File: config.mk
export PLATFORM = sky130hd
export DESIGN_NAME = crc_engine
export DESIGN_NICKNAME = d
export VERILOG_FILES = /design/src/rtl/crc_pkg.sv /design/src/rtl/crc_byte_step.sv /design/src/rtl/crc_feeder.sv /design/src/rtl/crc_out_fmt.sv /design/src/rtl/crc_engine.sv
export SDC_FILE = /design/constraint.sdc
export NUM_CORES = 1
export LEC_CHECK = 0
export ABC_AREA = 1
export BUFFER_PORTS_ARGS = -buffer_cell sky130_fd_sc_hd__buf_2
export CORE_UTILIZATION = 46
export DETAILED_ROUTE_END_ITERATION = 16
export GPL_TIMING_DRIVEN = 1
export PLACE_DENSITY = 0.7
export SLEW_MARGIN = 15
export SYNTH_ARGS = -nofsm -noshare
export SYNTH_HDL_FRONTEND = slang
export SYNTH_SLANG_ARGS = --single-unit
File: constraint.sdc
create_clock -name clk -period 5 [get_ports clk]
set_clock_uncertainty 0.15 [all_clocks]
set_input_delay 0.75 -clock clk [delete_from_list [all_inputs] [get_ports clk]]
set_output_delay 0.75 -clock clk [all_outputs]
set_load 0.01 [all_outputs]
File: src/rtl/crc_pkg.sv
package crc_pkg;

  localparam int unsigned CRC_W = 32;

  typedef enum logic [1:0] {
    A_CTRL = 2'd0,
    A_POLY = 2'd1,
    A_SEED = 2'd2,
    A_DATA = 2'd3
  } reg_addr_e;

  // Field order matches the control bit positions 4..0.
  typedef struct packed {
    logic raw;
    logic cpl;
    logic rout;
    logic rin;
    logic wide;
  } ctrl_t;

  function automatic logic [CRC_W-1:0] width_mask(input logic wide);
    return wide ? {CRC_W{1'b1}} : {{(CRC_W/2){1'b0}}, {(CRC_W/2){1'b1}}};
  endfunction

  function automatic logic [7:0] rev8(input logic [7:0] v);
    logic [7:0] r;
    for (int i = 0; i < 8; i++) r[i] = v[7-i];
    return r;
  endfunction

  // Bit-reverse over the active width; the inactive upper half returns zero.
  function automatic logic [CRC_W-1:0] rev_active(input logic [CRC_W-1:0] v, input logic wide);
    logic [CRC_W-1:0] r;
    for (int i = 0; i < CRC_W; i++) r[i] = v[CRC_W-1-i];
    return wide ? r : (r >> (CRC_W/2));
  endfunction

endpackage

File: src/rtl/crc_byte_step.sv
module crc_byte_step #(
  parameter int unsigned W = crc_pkg::CRC_W
) (
  input  logic [W-1:0] rem_i,
  input  logic [7:0]   byte_i,
  input  logic [W-1:0] poly_i,
  input  logic         wide_i,
  output logic [W-1:0] rem_o
);
  localparam int unsigned HALF = W / 2;

  logic [W-1:0] mask;
  logic [W-1:0] stage [0:8];

  assign mask     = wide_i ? {W{1'b1}} : {{HALF{1'b0}}, {HALF{1'b1}}};
  assign stage[0] = rem_i;

  // One shift-and-conditional-xor per input bit, message bit 7 first.
  for (genvar g = 0; g < 8; g++) begin : g_bit
    logic fb;
    assign fb           = (wide_i ? stage[g][W-1] : stage[g][HALF-1]) ^ byte_i[7-g];
    assign stage[g+1]   = ((stage[g] << 1) & mask) ^ (fb ? poly_i : {W{1'b0}});
  end

  assign rem_o = stage[8];
endmodule

File: src/rtl/crc_feeder.sv
module crc_feeder #(
  parameter int unsigned DATA_W = crc_pkg::CRC_W,
  localparam int unsigned NB    = DATA_W / 8,
  localparam int unsigned NBW   = $clog2(NB),
  localparam int unsigned CW    = $clog2(NB + 1)
) (
  input  logic              clk,
  input  logic              rst_n,
  input  logic              load_i,
  input  logic [DATA_W-1:0] word_i,
  input  logic [NBW-1:0]    nbytes_i,
  output logic [7:0]        byte_o,
  output logic              busy_o
);
  logic [DATA_W-1:0] buf_q;
  logic [CW-1:0]     cnt_q;

  always_ff @(posedge clk) begin
    if (!rst_n) begin
      buf_q <= '0;
      cnt_q <= '0;
    end else if (load_i) begin
      // Left-align so the most significant valid byte sits at the head.
      buf_q <= word_i << (8 * (int'(NB) - 1 - int'(nbytes_i)));
      cnt_q <= CW'(nbytes_i) + CW'(1);
    end else if (cnt_q != '0) begin
      buf_q <= buf_q << 8;
      cnt_q <= cnt_q - CW'(1);
    end
  end

  assign byte_o = buf_q[DATA_W-1 -: 8];
  assign busy_o = (cnt_q != '0);

  assert_count_down_R4: assert property (@(posedge clk) disable iff (!rst_n)
    (busy_o && !load_i) |=> (cnt_q == $past(cnt_q) - CW'(1)));

  assert_load_when_idle_R11: assert property (@(posedge clk) disable iff (!rst_n)
    load_i |-> (cnt_q == '0));
endmodule

File: src/rtl/crc_out_fmt.sv
module crc_out_fmt #(
  parameter int unsigned W = crc_pkg::CRC_W
) (
  input  logic [W-1:0]   rem_i,
  input  crc_pkg::ctrl_t ctrl_i,
  output logic [W-1:0]   res_o
);
  import crc_pkg::*;

  logic [W-1:0] mask;
  logic [W-1:0] act;
  logic [W-1:0] turned;

  always_comb begin
    mask   = width_mask(ctrl_i.wide);
    act    = rem_i & mask;
    turned = ctrl_i.rout ? rev_active(act, ctrl_i.wide) : act;
    if (ctrl_i.raw) res_o = act;
    else            res_o = ctrl_i.cpl ? (turned ^ mask) : turned;
  end
endmodule

File: src/rtl/crc_engine.sv
module crc_engine #(
  parameter int unsigned DATA_W = crc_pkg::CRC_W,
  parameter int unsigned ADDR_W = 2,
  localparam int unsigned NBW   = $clog2(DATA_W / 8)
) (
  input  logic              clk,
  input  logic              rst_n,
  input  logic              wr_valid,
  output logic              wr_ready,
  input  logic [ADDR_W-1:0] wr_addr,
  input  logic [DATA_W-1:0] wr_data,
  input  logic [NBW-1:0]    wr_nbytes,
  input  logic [ADDR_W-1:0] rd_addr,
  output logic [DATA_W-1:0] rd_data,
  output logic              busy
);
  import crc_pkg::*;

  localparam logic [DATA_W-1:0] POLY_RST = DATA_W'(32'h0000_1021);
  localparam logic [DATA_W-1:0] SEED_RST = DATA_W'(32'h0000_FFFF);

  ctrl_t             ctrl_q;
  logic [DATA_W-1:0] poly_q, seed_q, rem_q;
  logic [DATA_W-1:0] mask, step_rem, result;
  logic [7:0]        head_byte, fold_byte;
  logic              take, take_seed, take_data;

  assign mask      = width_mask(ctrl_q.wide);
  assign wr_ready  = !busy;
  assign take      = wr_valid && wr_ready;
  assign take_seed = take && (wr_addr == A_SEED);
  assign take_data = take && (wr_addr == A_DATA);

  crc_feeder #(.DATA_W(DATA_W)) u_feed (
    .clk      (clk),
    .rst_n    (rst_n),
    .load_i   (take_data),
    .word_i   (wr_data),
    .nbytes_i (wr_nbytes),
    .byte_o   (head_byte),
    .busy_o   (busy)
  );

  assign fold_byte = ctrl_q.rin ? rev8(head_byte) : head_byte;

  crc_byte_step #(.W(DATA_W)) u_step (
    .rem_i  (rem_q),
    .byte_i (fold_byte),
    .poly_i (poly_q & mask),
    .wide_i (ctrl_q.wide),
    .rem_o  (step_rem)
  );

  crc_out_fmt #(.W(DATA_W)) u_fmt (
    .rem_i  (rem_q),
    .ctrl_i (ctrl_q),
    .res_o  (result)
  );

  always_ff @(posedge clk) begin
    if (!rst_n) begin
      ctrl_q <= '0;
      poly_q <= POLY_RST;
      seed_q <= SEED_RST;
      rem_q  <= SEED_RST;
    end else begin
      if (take && wr_addr == A_CTRL) ctrl_q <= ctrl_t'(wr_data[4:0]);
      if (take && wr_addr == A_POLY) poly_q <= wr_data;
      if (take_seed) begin
        seed_q <= wr_data;
        rem_q  <= wr_data & mask;
      end else if (busy) begin
        rem_q  <= step_rem;
      end
    end
  end

  always_comb begin
    unique case (rd_addr)
      A_CTRL:  rd_data = {{(DATA_W-5){1'b0}}, ctrl_q};
      A_POLY:  rd_data = poly_q & mask;
      A_SEED:  rd_data = seed_q & mask;
      default: rd_data = result;
    endcase
  end

  assert_seed_loads_R3: assert property (@(posedge clk) disable iff (!rst_n)
    take_seed |=> (rem_q == ($past(wr_data) & $past(mask))));

  assert_idle_holds_R3: assert property (@(posedge clk) disable iff (!rst_n)
    (!busy && !take_seed) |=> (rem_q == $past(rem_q)));

  assert_data_stalls_R4: assert property (@(posedge clk) disable iff (!rst_n)
    take_data |=> (busy && !wr_ready));

  assert_narrow_upper_zero_R5: assert property (@(posedge clk) disable iff (!rst_n)
    !ctrl_q.wide |-> (rd_data[DATA_W-1:DATA_W/2] == '0));
endmodule

; ---- Yosys cells after proc, flatten, opt, wreduce, memory -nomap -nowiden
; Index checks and enable logic that the tools add are counted.
[op_classes]
shift = 1
reduce_logical = 11
muxes = 29
addsub = 3
bitwise = 29
eq_ne = 5
[op_table]
columns = op, count
row1 = $mux 32, 17
row2 = $and 32x32->32, 12
row3 = $xor 32x32->32, 9
row4 = $pmux 32 s3, 1
row5 = $shl 32x32->32, 1
row6 = $mux 1, 8
row7 = $mux 8, 1
row8 = $xor 1x1->1, 8
row9 = $eq 2x2->1 const B, 3
row10 = $mux 3, 2
row11 = $logic_and 1x1->1, 5
row12 = $eq 2x1->1 const B, 2
row13 = $logic_not 2->1, 2
row14 = $reduce_bool 2->1, 2
row15 = $add 2x1->3 const B, 1
row16 = $reduce_bool 3->1, 1
row17 = $sub 2x2->3 const A, 1
row18 = $sub 3x1->3 const B, 1
row19 = $logic_not 1->1, 1
[word_totals]
ff_bits = 136
out_inout_bits = 34

; ---- Longest topological paths before layout
[depth]
ltp_word = 34
mapped_depth = 46

; ---- Cells and area by module
; From an unflattened synthesis, not the netlist that was laid out.
[hier_totals]
cells_unflattened = 2382
area_unflattened_um2 = 13558.0
[by_module_without_submodules]
columns = module, instances, seq_area_each_um2, cells_each, area_per_inst_um2
row1 = crc_engine, 1, 2021.9, 771, 5024.8
row2 = crc_byte_step, 1, 0.0, 909, 4914.7
row3 = crc_feeder, 1, 700.7, 370, 2197.1
row4 = crc_out_fmt, 1, 0.0, 332, 1421.4

; ---- Worst setup path before layout
; OpenSTA, ideal clock, no wires.
[synth_path]
kind = reg2reg
from = register ctrl_q[0] (netlist name)
to = register rem_q[15]
n_path_buf = 3
arrival_time_ps = 3856
path_stages_with_launch = 39
slack_ps = 870
cell_sequence = dfxtp_1 -> buf_6 -> nand2_4 -> inv_2 -> nor2_2 -> nand2_4 -> nand3_2 -> nand2_1 -> nand3_1 -> nand3_2 -> nand2_2 -> buf_6 -> inv_4 -> nor2_4 -> xnor2_1 -> nand4_1 -> nand3_2 -> nand2_1 -> [... 3 more ...] -> nand2_1 -> nand2_2 -> nand4_1 -> nand3_2 -> nand2_2 -> nand2_4 -> nand3_2 -> xnor2_2 -> nand3_4 -> nand3_1 -> o21ai_1 -> nand2_1 -> nand3_1 -> nand2_2 -> buf_4 -> nand3_1 -> nand3_1 -> nand3_1
[synth_via]
elab_chain_len = 34
[synth_rtl]
columns = item, line
row1 = start: declaration, crc_engine.sv:22  ; ctrl_t ctrl_q;
row2 = start signal: assignment, crc_engine.sv:67  ; if (take && wr_addr == A_CTRL) ctrl_q <= ctrl_t'(wr_data[4:0]);
row3 = $mux 1 or $mux 32 (tied branches), "crc_byte_step.sv:21, crc_pkg.sv:22, crc_byte_step.sv:15"
row4 = $xor 1x1->1 or $and 32x32->32 (tied branches), "crc_byte_step.sv:21, crc_engine.sv:49"
row5 = $mux 32, crc_byte_step.sv:22  ; assign stage[g+1] = ((stage[g] << 1) & mask) ^ (fb ? poly_i : {W{1'b0}});
row6 = $xor 32x32->32, crc_byte_step.sv:22
row7 = $mux 1, crc_byte_step.sv:21  ; assign fb = (wide_i ? stage[g][W-1] : stage[g][HALF-1]) ^ byte_i[7-g];
row8 = $xor 1x1->1, crc_byte_step.sv:21
row9 = $mux 32, crc_byte_step.sv:22
row10 = $xor 32x32->32, crc_byte_step.sv:22
row11 = [... 18 more ...], -
row12 = $mux 32, crc_byte_step.sv:22
row13 = $xor 32x32->32, crc_byte_step.sv:22
row14 = $mux 1, crc_byte_step.sv:21
row15 = $xor 1x1->1, crc_byte_step.sv:21
row16 = $mux 32, crc_byte_step.sv:22
row17 = $xor 32x32->32 *, crc_byte_step.sv:22
row18 = $mux 32 *, crc_engine.sv:72  ; end else if (busy) begin
row19 = $mux 32 *, crc_engine.sv:69  ; if (take_seed) begin
row20 = end signal: assignment, crc_engine.sv:71  ; rem_q <= wr_data & mask;
row21 = end signal: assignment, crc_engine.sv:73  ; rem_q <= step_rem;
row22 = end: declaration, crc_engine.sv:23  ; logic [DATA_W-1:0] poly_q, seed_q, rem_q;
; Mark *: on every way between the ends. The rest lies on a longest branch, timed or not. The select of a mux whose other input is x is not followed.
; A chain may end at the register's enable or synchronous reset.

; ---- Worst setup path after layout
[layout_path]
from = register ctrl_q[0] (netlist name)
to = register rem_q[28]
[layout_via]
elab_chain_len = 34
[layout_rtl]
columns = item, line
row1 = $mux 1 or $mux 32 (tied branches), "crc_byte_step.sv:21, crc_pkg.sv:22, crc_byte_step.sv:15"
row2 = $xor 1x1->1 or $and 32x32->32 (tied branches), "crc_byte_step.sv:21, crc_engine.sv:49"
row3 = $mux 32, crc_byte_step.sv:22
row4 = $xor 32x32->32, crc_byte_step.sv:22
row5 = $mux 1, crc_byte_step.sv:21
row6 = $xor 1x1->1, crc_byte_step.sv:21
row7 = $mux 32, crc_byte_step.sv:22
row8 = $xor 32x32->32, crc_byte_step.sv:22
row9 = [... 18 more ...], -
row10 = $mux 32, crc_byte_step.sv:22
row11 = $xor 32x32->32, crc_byte_step.sv:22
row12 = $mux 1, crc_byte_step.sv:21
row13 = $xor 1x1->1, crc_byte_step.sv:21
row14 = $mux 32, crc_byte_step.sv:22
row15 = $xor 32x32->32, crc_byte_step.sv:22
row16 = $mux 32, crc_engine.sv:72
row17 = $mux 32 *, crc_engine.sv:69
; Marked as above.

==> impl_metrics.py <==
metrics = {
    "outcome": {
        "outcome": "finished clean",
    },
    "placed_design": {
        "place.gp.congestion": 0.989,
        "numPortBuffers": 74,
        "hpwl_um": 31400,
        "post_dp_cell_area_mm2": 0.0124,
    },
    "setup_path": {
        "worstPathRequired_ps": 5220,
        "r2r_slack_ps": 130,
        "crit_fanout": 7,
        "rr_startpoint": "ctrl_q[0]",
        "crit_family": "simple AND/OR/NAND/NOR gates",
        "path_class": "register to register",
        "path_buf_inv": 7,
        "r2r_cells": 35,
        "crit_path_start_kind": "register",
        "cpMaxStageDelayCell": "dfxtp_4",
        "r2r_end": "rem_q[28]",
        "end_kind": "register",
        "path_common_cell": "nand3_2",
        "crit_path_max_incr_delay_ps": 410,
        "critPathArrivalTime_ps": 5090,
    },
    "routing": {
        "final_antenna_net_count": 0,
        "viasPerCell": 5.92,
        "num_vias": 13000,
        "drc_errors": 0,
        "routedWlPerCell_um": 20.1,
        "drt_wl_total_um": 44400,
        "dr.first_iter.drc_count": 1778,
        "first_pass_iters": 6,
    },
    "layout": {
        "drive_gt1_frac": 0.166,
        "stdcell_area_mm2": 0.0135,
        "antenna_cells": 0,
        "final_nets": 1910,
        "fillCellCount": 2427,
        "syn2layout_area_growth_pct": 15.9,
    },
    "sta": {
        "min_period_ps": 4870,
        "report.final.slew_viol_count": 0,
        "hold_viol_final": 0,
        "slew_headroom": 0.267,
        "setup_viol": 0,
        "hold_ws_ps": 308,
        "finalCritPeriodShare": 0.974,
        "max_freq_mhz": 205,
        "worstMarginPinSlew_ps": 1100,
        "rsz0062_at_grt": "true",
    },
    "global_route": {
        "grt_pass1_wl_um": 67100,
        "grt_max_degree": 67,
        "antenna_found_initial": 0,
        "grt_util_all_layers": 0.335,
        "overflow": 0,
        "grt_pass1_vias": 11600,
    },
    "die": {
        "ios": 75,
        "start_util": 0.473,
        "die-height_um": 161,
        "dieArea_mm2": 0.0259,
        "die_w_um": 161,
        "coreArea_mm2": 0.0245,
        "num_rows": 57,
    },
    "clocking": {
        "clkLatencyLatePin_ps": 440,
        "htreeDepth": 4,
        "cts_buffer_depth": 2,
        "clock-sinks": 136,
        "cts_buffers": 17,
        "clk_pin_slew_ps": 70,
        "cts_tree": "built",
        "root_buffer": "clkbuf_16",
        "cts_hold_buf": 0,
    },
    "pwr": {
        "p_leak_nw": 5.89,
        "power.density_mw_per_mm2": 630,
        "ir_drop_mv": 0.398,
        "power.total_w": 0.00848,
    },
    "run": {
        "drv_cap": 0,
    },
    "yosys": {
        "synth_cell_types": 44,
        "ys_seq_area_frac": 0.235,
        "netlist_area_mm2": 0.0116,
        "async_flop_share": 0,
        "synth-edff-count": 0,
        "synthFlopType": "dfxtp_1",
        "ys_ff_latch": 136,
        "ys.warnings.count": 0,
        "syn_area_per_cell_um2": 6.38,
        "syn_inst": 1819,
        "synth_nets": 1863,
    },
    "hold_path": {
        "holdPathStages": 2,
        "worstHoldStart": "seed_q[4]",
        "worstHoldEndpoint": "seed_q[4]",
        "hp-class": "register to register",
    },
}
-- placed cells by master, fill, tap and decap left out, types with 4 or more instances in the layout --
cell	Yosys	routed
nor2_4	1	4
xor2_2	2	8
a21oi_1	136	133
nand3b_1	9	9
o22ai_1	20	20
nand3_1	126	111
xnor2_2	4	7
nor2_2	5	4
dfxtp_1	136	129
o221ai_1	11	11
inv_2	10	13
o21ai_0	184	183
inv_1	155	151
buf_2	9	74
nand2_2	12	24
buf_4	4	60
nand3_4	4	6
a22oi_1	16	16
xnor2_1	58	55
nand3_2	18	31
buf_12	0	7
nand2_4	5	11
o2111ai_1	5	5
clkbuf_16	0	17
a31oi_1	38	38
xor2_1	150	144
nor2_1	134	132
o211ai_1	11	11
o21bai_1	14	14
dfxtp_2	0	4
inv_8	0	5
buf_6	9	7
or2_2	4	4
nand4_1	16	16
nand2_1	394	375
-- worst min-delay path, delay by kind of cell (launching register included) --
family / cells / cell delay [ps]
simple gates: 2 / 100
flops: 1 / 310
-- cell usage after synthesis (5+ instances only) --
| cell type | count | area, µm² |
|---|---|---|
| nand2_1 | 394 | 1480 |
| o21ai_0 | 184 | 921 |
| inv_1 | 155 | 582 |
| xor2_1 | 150 | 1310 |
| a21oi_1 | 136 | 681 |
| dfxtp_1 | 136 | 2720 |
| nor2_1 | 134 | 503 |
| nand3_1 | 126 | 631 |
| clkbuf_1 | 90 | 338 |
| xnor2_1 | 58 | 508 |
| a31oi_1 | 38 | 238 |
| o22ai_1 | 20 | 125 |
| nand3_2 | 18 | 180 |
| a22oi_1 | 16 | 120 |
| nand4_1 | 16 | 100 |
| o21bai_1 | 14 | 105 |
| nand2_2 | 12 | 75.1 |
| o211ai_1 | 11 | 82.6 |
| o221ai_1 | 11 | 96.3 |
| inv_2 | 10 | 37.5 |
| buf_2 | 9 | 45.0 |
| buf_6 | 9 | 101 |
| nand3b_1 | 9 | 67.6 |
| buf_1 | 7 | 26.3 |
| nand2_4 | 5 | 56.3 |
| nor2_2 | 5 | 31.3 |
| o2111ai_1 | 5 | 43.8 |
-- repair_timing --
action                                  in CTS  in global routing
pin swaps                                    0                 43
endpoints found under the setup margin      19                 32
gates resized for setup                      1                 86
setup buffers                                0                 10
-- layout make-up --
type	count	area, µm²	area share
clock inverters	15	201	0.0150
inverters	167	634	0.0471
well taps	324	405	0.0301
clock buffers	17	425	0.0316
multi-input cells	1396	8010	0.595
repair buffers	148	1040	0.0773
flip-flops and latches	136	2740	0.204
-- how the worst max path moves through the flow --
stage                      endpoint       from  depth (start not counted)  slack, ps
final                     rem_q[28]  ctrl_q[0]                         35        130
after global routing      rem_q[22]  rem_q[15]                         39       -140
after CTS                 rem_q[24]  ctrl_q[1]                         39         20
after detailed placement  rem_q[24]  ctrl_q[1]                         39         20
after global placement     rem_q[1]  ctrl_q[1]                         34        120
after floorplan           rem_q[15]  ctrl_q[0]                         38        870
-- stage by stage --
stage | utilization | cells | setup slack [ps] | TNS, ps
2_1_floorplan | - | 1819 | 870 | 0
3_3_place_gp | 0.505 | 2161 | 116 | 0
3_5_place_dp | 0.505 | 2161 | 15.6 | 0
4_1_cts | 0.530 | 2193 | 21.3 | 0
5_1_grt | 0.548 | 2203 | -138 | -2260
6_report | 0.548 | 2203 | 128 | 0
-- report_power, final --
group	total [W]	switching (W)	internal [W]
combinational	0.00564	0.00358	0.00206
clock	0.00139	0.000618	0.000768
sequential	0.00146	0.000192	0.00127
-- flip-flops by register name, summed over array words and instances, names as in the netlist --
name and count:
ctrl_q 5, poly_q 32, rem_q 32, seed_q 32, u_feed.buf_q 32, u_feed.cnt_q 3
-- kinds of logic after synthesis --
family,Yosys count,share of synthesized area
AO/OA/AOI/OAI,445,0.214
flip-flops,136,0.235
XOR/XNOR,214,0.165
buffers and inverters,287,0.101
adder cells (fa/ha/maj),3,0.00323
AND/OR/NAND/NOR,734,0.281
-- routing by layer --
metal / GRT usage / part of all wire / vias to the layer above
li1: - / - / 6074
met1: 0.459 / 0.41 / 6064
met2: 0.506 / 0.43 / 783
met3: 0.0635 / 0.11 / 127
met4: 0.158 / 0.045 / 0
met5: 0 / 0 / -
Power figures use the tool's default switching activity.
